$ cat config.mk
export PLATFORM = sky130hd
export DESIGN_NAME = csa_merge_tri
export DESIGN_NICKNAME = d
export VERILOG_FILES = /design/src/rtl/mrg_pkg.sv /design/src/rtl/mrg_cell.sv /design/src/rtl/mrg_edge.sv /design/src/rtl/mrg_level.sv /design/src/rtl/mrg_stage.sv /design/src/rtl/csa_merge_tri.sv
export SDC_FILE = /design/constraint.sdc
export NUM_CORES = 1
export LEC_CHECK = 0
export BUFFER_PORTS_ARGS = -buffer_cell sky130_fd_sc_hd__buf_2
export CAP_MARGIN = 5
export CORE_ASPECT_RATIO = 1.75
export CORE_MARGIN = 1.5
export CORE_UTILIZATION = 50
export CTS_BUF_LIST = sky130_fd_sc_hd__clkbuf_2 sky130_fd_sc_hd__clkbuf_4 sky130_fd_sc_hd__clkbuf_8
export DETAILED_ROUTE_END_ITERATION = 10
export PLACE_DENSITY_LB_ADDON = 0.08
export RECOVER_POWER = 25
export SLEW_MARGIN = 10
export SYNTH_ARGS = -nofsm -noshare
export SYNTH_HDL_FRONTEND = slang
export SYNTH_HIERARCHICAL = 1
export SYNTH_SLANG_ARGS = --single-unit
$ cat constraint.sdc
create_clock -name clk -period 1.8 [get_ports clk]
set_input_delay 0 -clock clk [delete_from_list [all_inputs] [get_ports clk]]
set_output_delay 0 -clock clk [all_outputs]
set_load 0.01 [all_outputs]
$ cat src/rtl/mrg_pkg.sv
package mrg_pkg;

    // Role of one half-adder slot in the triangle
    typedef enum logic [1:0] {
        CELL_PASS,    // column already final: slot is a deskew register
        CELL_HA,      // plain half-adder
        CELL_HA_SET   // half-adder that also absorbs a constant one
    } cell_kind_e;

    // Level is 1-based; column 0 is the least significant result bit
    function automatic cell_kind_e kind_of(int level, int col);
        if (level == 1 && col == 0) return CELL_HA_SET;
        if (col < level - 1)        return CELL_PASS;
        return CELL_HA;
    endfunction

endpackage

$ cat src/rtl/mrg_cell.sv
module mrg_cell
    import mrg_pkg::*;
#(
    parameter cell_kind_e KIND = CELL_HA
) (
    input  logic a_i,
    input  logic b_i,
    output logic sum_o,
    output logic cy_o
);

    always_comb begin
        unique case (KIND)
            // b_i is zero in a settled column, so the xor just holds a_i
            CELL_PASS: begin
                sum_o = a_i ^ b_i;
                cy_o  = 1'b0;
            end
            CELL_HA: begin
                sum_o = a_i ^ b_i;
                cy_o  = a_i & b_i;
            end
            // a + b + 1: sum is xnor, carry is or
            CELL_HA_SET: begin
                sum_o = ~(a_i ^ b_i);
                cy_o  = a_i | b_i;
            end
            default: begin
                sum_o = a_i ^ b_i;
                cy_o  = 1'b0;
            end
        endcase
    end

endmodule

$ cat src/rtl/mrg_edge.sv
module mrg_edge (
    input  logic a_i,
    input  logic b_i,
    output logic sum_o
);

    // Top column: the carry would leave the result width, so only xor
    assign sum_o = a_i ^ b_i;

endmodule

$ cat src/rtl/mrg_level.sv
module mrg_level
    import mrg_pkg::*;
#(
    parameter int W     = 8,
    parameter int LEVEL = 1
) (
    input  logic [W-1:0] s_i,
    input  logic [W-1:0] c_i,
    output logic [W-1:0] s_o,
    output logic [W-1:0] c_o
);

    logic [W-2:0] cy;

    for (genvar j = 0; j < W - 1; j++) begin : g_col
        mrg_cell #(
            .KIND (kind_of(LEVEL, j))
        ) u_cell (
            .a_i   (s_i[j]),
            .b_i   (c_i[j]),
            .sum_o (s_o[j]),
            .cy_o  (cy[j])
        );
    end

    mrg_edge u_edge (
        .a_i   (s_i[W-1]),
        .b_i   (c_i[W-1]),
        .sum_o (s_o[W-1])
    );

    // Carries move one column up; column 0 never receives one
    assign c_o = {cy, 1'b0};

endmodule

$ cat src/rtl/mrg_stage.sv
module mrg_stage #(
    parameter int W           = 8,
    parameter int FIRST_LEVEL = 1
) (
    input  logic         clk,
    input  logic         rst_n,
    input  logic         v_i,
    input  logic [W-1:0] s_i,
    input  logic [W-1:0] c_i,
    output logic         v_o,
    output logic [W-1:0] s_o,
    output logic [W-1:0] c_o
);

    logic [W-1:0] s_mid, c_mid, s_nxt, c_nxt;

    mrg_level #(.W(W), .LEVEL(FIRST_LEVEL)) u_lo (
        .s_i (s_i),
        .c_i (c_i),
        .s_o (s_mid),
        .c_o (c_mid)
    );

    mrg_level #(.W(W), .LEVEL(FIRST_LEVEL + 1)) u_hi (
        .s_i (s_mid),
        .c_i (c_mid),
        .s_o (s_nxt),
        .c_o (c_nxt)
    );

    always_ff @(posedge clk or negedge rst_n) begin
        if (!rst_n) begin
            v_o <= 1'b0;
            s_o <= '0;
            c_o <= '0;
        end else begin
            v_o <= v_i;
            s_o <= s_nxt;
            c_o <= c_nxt;
        end
    end

endmodule

$ cat src/rtl/csa_merge_tri.sv
module csa_merge_tri #(
    parameter  int IN_W  = 7,
    localparam int OUT_W = IN_W + 1
) (
    input  logic             clk,
    input  logic             rst_n,
    input  logic             in_valid,
    input  logic [IN_W-1:0]  in_sum,
    input  logic [IN_W-1:0]  in_carry,
    output logic             out_valid,
    output logic [OUT_W-1:0] out_res
);

    localparam int LEVELS = OUT_W;
    localparam int STAGES = (LEVELS + 1) / 2;

    logic [OUT_W-1:0] st_s [0:STAGES];
    logic [OUT_W-1:0] st_c [0:STAGES];
    logic             st_v [0:STAGES];
    logic [OUT_W-1:0] carry_left;

    // Top-weight correction one enters as a constant sum bit
    assign st_s[0] = {1'b1, in_sum};
    assign st_c[0] = {1'b0, in_carry};
    assign st_v[0] = in_valid;

    for (genvar k = 0; k < STAGES; k++) begin : g_stage
        mrg_stage #(
            .W           (OUT_W),
            .FIRST_LEVEL (2 * k + 1)
        ) u_stage (
            .clk   (clk),
            .rst_n (rst_n),
            .v_i   (st_v[k]),
            .s_i   (st_s[k]),
            .c_i   (st_c[k]),
            .v_o   (st_v[k+1]),
            .s_o   (st_s[k+1]),
            .c_o   (st_c[k+1])
        );
    end

    assign out_res    = st_s[STAGES];
    assign out_valid  = st_v[STAGES];
    assign carry_left = st_c[STAGES];

endmodule

Word-level counts from Yosys, hierarchy flattened
Index checks and enable logic that the tools add are counted.

storage, ports and cells
  bits in registers = 48
  bits of input ports = 17
  word-level logic and storage cells = 75

cells by class
  bitwise logic cells = 64

operators with widths
  operator          number
  XOR 1 bit         34
  AND 1 bit         27
  inverter 1 bit    2
  bitwise OR 1 bit  1

Longest topological paths before layout
  depth after elaboration = 2
  gate-level depth with buffers = 4
  depth with buffers taken out = 4

Hierarchy
The synthesis kept the hierarchy.

modules (own cells, without submodules)
  module                                                   instances  cells each  area an instance (um^2)
  mrg_stage                                                4          17          425.4
  mrg_cell at g_stage[0].u_stage.u_hi.g_col[0].u_cell ...  28         3           20.0
  mrg_cell at g_stage[0].u_stage.u_hi.g_col[1].u_cell ...  27         1           12.5
  mrg_level                                                8          2           11.3
  mrg_edge                                                 8          1           8.8
  mrg_cell at g_stage[0].u_stage.u_lo.g_col[0].u_cell      1          5           27.5
  csa_merge_tri                                            1          2           7.5

Worst setup path after synthesis
OpenSTA, ideal clock, no wires.

  path type = register to register
  start = register g_stage[0].u_stage.s_o[3]
  end = register g_stage[1].u_stage.s_o[3]
  library setup time = 0.126 ns
  arrival time = 0.899 ns
  data required time = 1.674 ns
  setup slack = 0.775 ns
  cell stages (with the launch flop) = 3
  period minus slack after synthesis = 1.025 ns
  cell sequence = dfrtp_1 ha_1 ha_1

between the ends
  longest elaborated chain between the ends = 2

ends and longest elaborated chain
  what                                   line             RTL
  start: declaration                     mrg_stage.sv:11  output logic [W-1:0] s_o,
  start signal: assignment               mrg_stage.sv:38  s_o <= s_nxt;
  XOR 1 bit                              n/a
  named net g_stage[1].u_stage.s_mid[3]  mrg_stage.sv:15  logic [W-1:0] s_mid, c_mid, s_nxt, c_nxt;
  XOR 1 bit                              n/a
  named net g_stage[1].u_stage.s_nxt[3]  mrg_stage.sv:15
  end signal: assignment                 mrg_stage.sv:38
  end: declaration                       mrg_stage.sv:11

The timed path passes the listed nets, and every way through them passes these cells.

Worst setup path in the final report
Ends and elaborated chain as after synthesis.

==> flow_summary.toml <==
[routing]
drt_iter0_drc = 13
drtAntennaViolNets = 0
wl_per_cell_um = 9.237
drc = 0
wl_met3_um = 137
dr_wl_met2_um = 1282
first_pass_iters = 2
drt-vias-per-instance = 4.249
wl_met1_um = 840
top_layer_used = "met4"
routed_wirelength_um = 2337
num_vias = 1075

[worst_hold_path]
holdCritStartpoint = "in_carry[2]"
min_path_type = "primary input to register"

[placed_design]
pre_cts_slack_ns = 0.7341
hpwlAfterDp_um = 1683
port_buffers = 25
placed_area_um2 = 2505
place.gp.congestion = 0.6472

[worst_setup_path]
worstPathCellList = "ha_1 -> ha_1"
r2r_start = "g_stage[0].u_stage/s_o[3]$_DFF_PN0_"
cp_max_fo = 1
r2r_slack_ns = 0.73
cp.required_ns = 2.00
slowest_stage = "dfrtp_1"
worstSetupEndpointType = "register"
worstPathArrival_ns = 1.27
startpoint = "g_stage[0].u_stage/s_o[3]$_DFF_PN0_"
cp_slowest_stage_delay_ns = 0.36
cp-start-kind = "register"
critPathKind = "register to register"
cp_common_cell = "ha_1"

[clocking]
numCtsBuffers = 9
cts_tree = "built"
htreeDepth = 3
clock-sinks = 60
cts_root_buf = "clkbuf_8"
cts_resized = 0
clkLatencyLatePin_ns = 0.32
cts_buffer_depth = 2
clk_pin_slew_ns = 0.06

[outcome]
status = "finished, final reports clean"

[global_routing]
grt_first_pass_wirelength_um = 4478
grt_max_degree = 35
grt.total_usage = 0.1109
antenna_found_initial = 0
grt_pass1_vias = 1179
grt-ovfl-total = 0

[floorplan]
core_um2 = 4748
ios = 26
row_count = 33
start_util = 0.5275
dieArea_um2 = 5460
die_h_um = 96.63
fp.dieW_um = 56.51

[timing]
hold_viol_final = 0
fin_tns_setup_ns = 0
finalCritPeriodShare = 0.5927
slew_headroom = 0.6090
finClkSkew_ns = 0.004082
fin_crit_ns = 1.067
rsz0062_at_grt = "no"
finalSetupViolCount = 0
fin_ws_ns = 0.7331
worstMarginPinSlew_ns = 0.5865
fmax_ghz = 0.9373
slew_violations = 0

[cells_and_area]
antenna_cells = 0
syn_to_final_growth_pct = 8.442
fin_util = 0.5721
fin_nets = 242
design_area_um2 = 2716
final_layout_size_suffix_gt1_frac = 0.2040

[power]
peakVddDrop_uv = 825.5
powerDensity_nw_per_um2 = 1198
p_switching_w = 0.0007736
internal_power_w = 0.002482
p_clk_frac = 0.338
pwr-share-comb = 0.145
total_leakage_power_nw = 1.458
seqPwrFrac = 0.517
netSwitchingFraction = 0.2377

[yosys]
synth_fp_nets = 231
yosys_warnings = 6
post_synth.cell_area_avg_um2 = 13.47
syn_inst = 186
syn_area_um2 = 2505

[job]
drv_cap = 0
## power by group through the flow
stage	Combinational, W	Clock, W	Sequential, W
finish	0.000472	0.00110	0.00168
global route	0.000548	0.00121	0.00171
CTS	0.000489	0.00114	0.00169
detailed placement	0.000482	0	0.00171
global placement	0.000458	0	0.00170
floorplan	0.000297	0	0.00175
## worst max-delay path, delay by kind of cell (launching register included)
kind                       cells  cell delay (ns)
adders and majority gates      2             0.58
DFF                            1             0.36
## through the flow
stage	hold slack (ns)	total power [W]	cells
3_3_place_gp	0.03236	0.002160	236
2_1_floorplan	-0.2956	0.002046	186
6_report	0.02635	0.003255	253
5_1_grt	0.01810	0.003464	253
4_1_cts	0.01406	0.003322	253
3_5_place_dp	0.04260	0.002195	236
## routing by layer
layer | global-route usage | up-vias
li1 | - | 518
met1 | 0.1012 | 520
met2 | 0.1834 | 29
met3 | 0.05214 | 8
met4 | 0.08242 | 0
met5 | 0 | -
## state kept, by name (all words and copies together) (netlist names)
signal	cells
g_stage.u_stage/c_o	24
g_stage.u_stage/s_o	32
g_stage.u_stage/v_o	4
## area by class of cell
type	instances	area (um^2)
Tap cell	52	65.06
Clock buffer	14	186.4
Sequential cell	60	1501
Multi-Input combinational cell	94	778.2
Fill cell	371	2032
Clock inverter	1	5.005
Timing Repair Buffer	28	165.2
Inverter	4	15.01
## cells in the final DEF (no fill, tap or decap)
cell / instances
dfrtp_1: 60
clkinv_2: 1
conb_1: 30
xor2_1: 36
buf_12: 1
dlygate4sd3_1: 2
clkbuf_8: 13
ha_1: 28
buf_2: 25
inv_1: 4
clkbuf_4: 1
## what timing repair did
item	in CTS	in global routing
buffers inserted	0	0
endpoints found under the hold margin	27	0
hold buffers	2	0
## path summary, 6_finish.rpt
check / endpoint / cells after the start
setup / recovery: g_stage[1].u_stage/s_o[3]$_DFF_PN0_ / 2
hold / removal: g_stage[0].u_stage/s_o[2]$_DFF_PN0_ / 3
setup reg to reg: g_stage[1].u_stage/s_o[3]$_DFF_PN0_ / 2
hold reg to reg: g_stage[2].u_stage/v_o$_DFF_PN0_ / 0
max in group asynchronous: g_stage[1].u_stage/s_o[2]$_DFF_PN0_ / 3
min in group asynchronous: g_stage[3].u_stage/s_o[7]$_DFF_PN0_ / 2
Note: power is estimated with default switching activity, not from simulation.
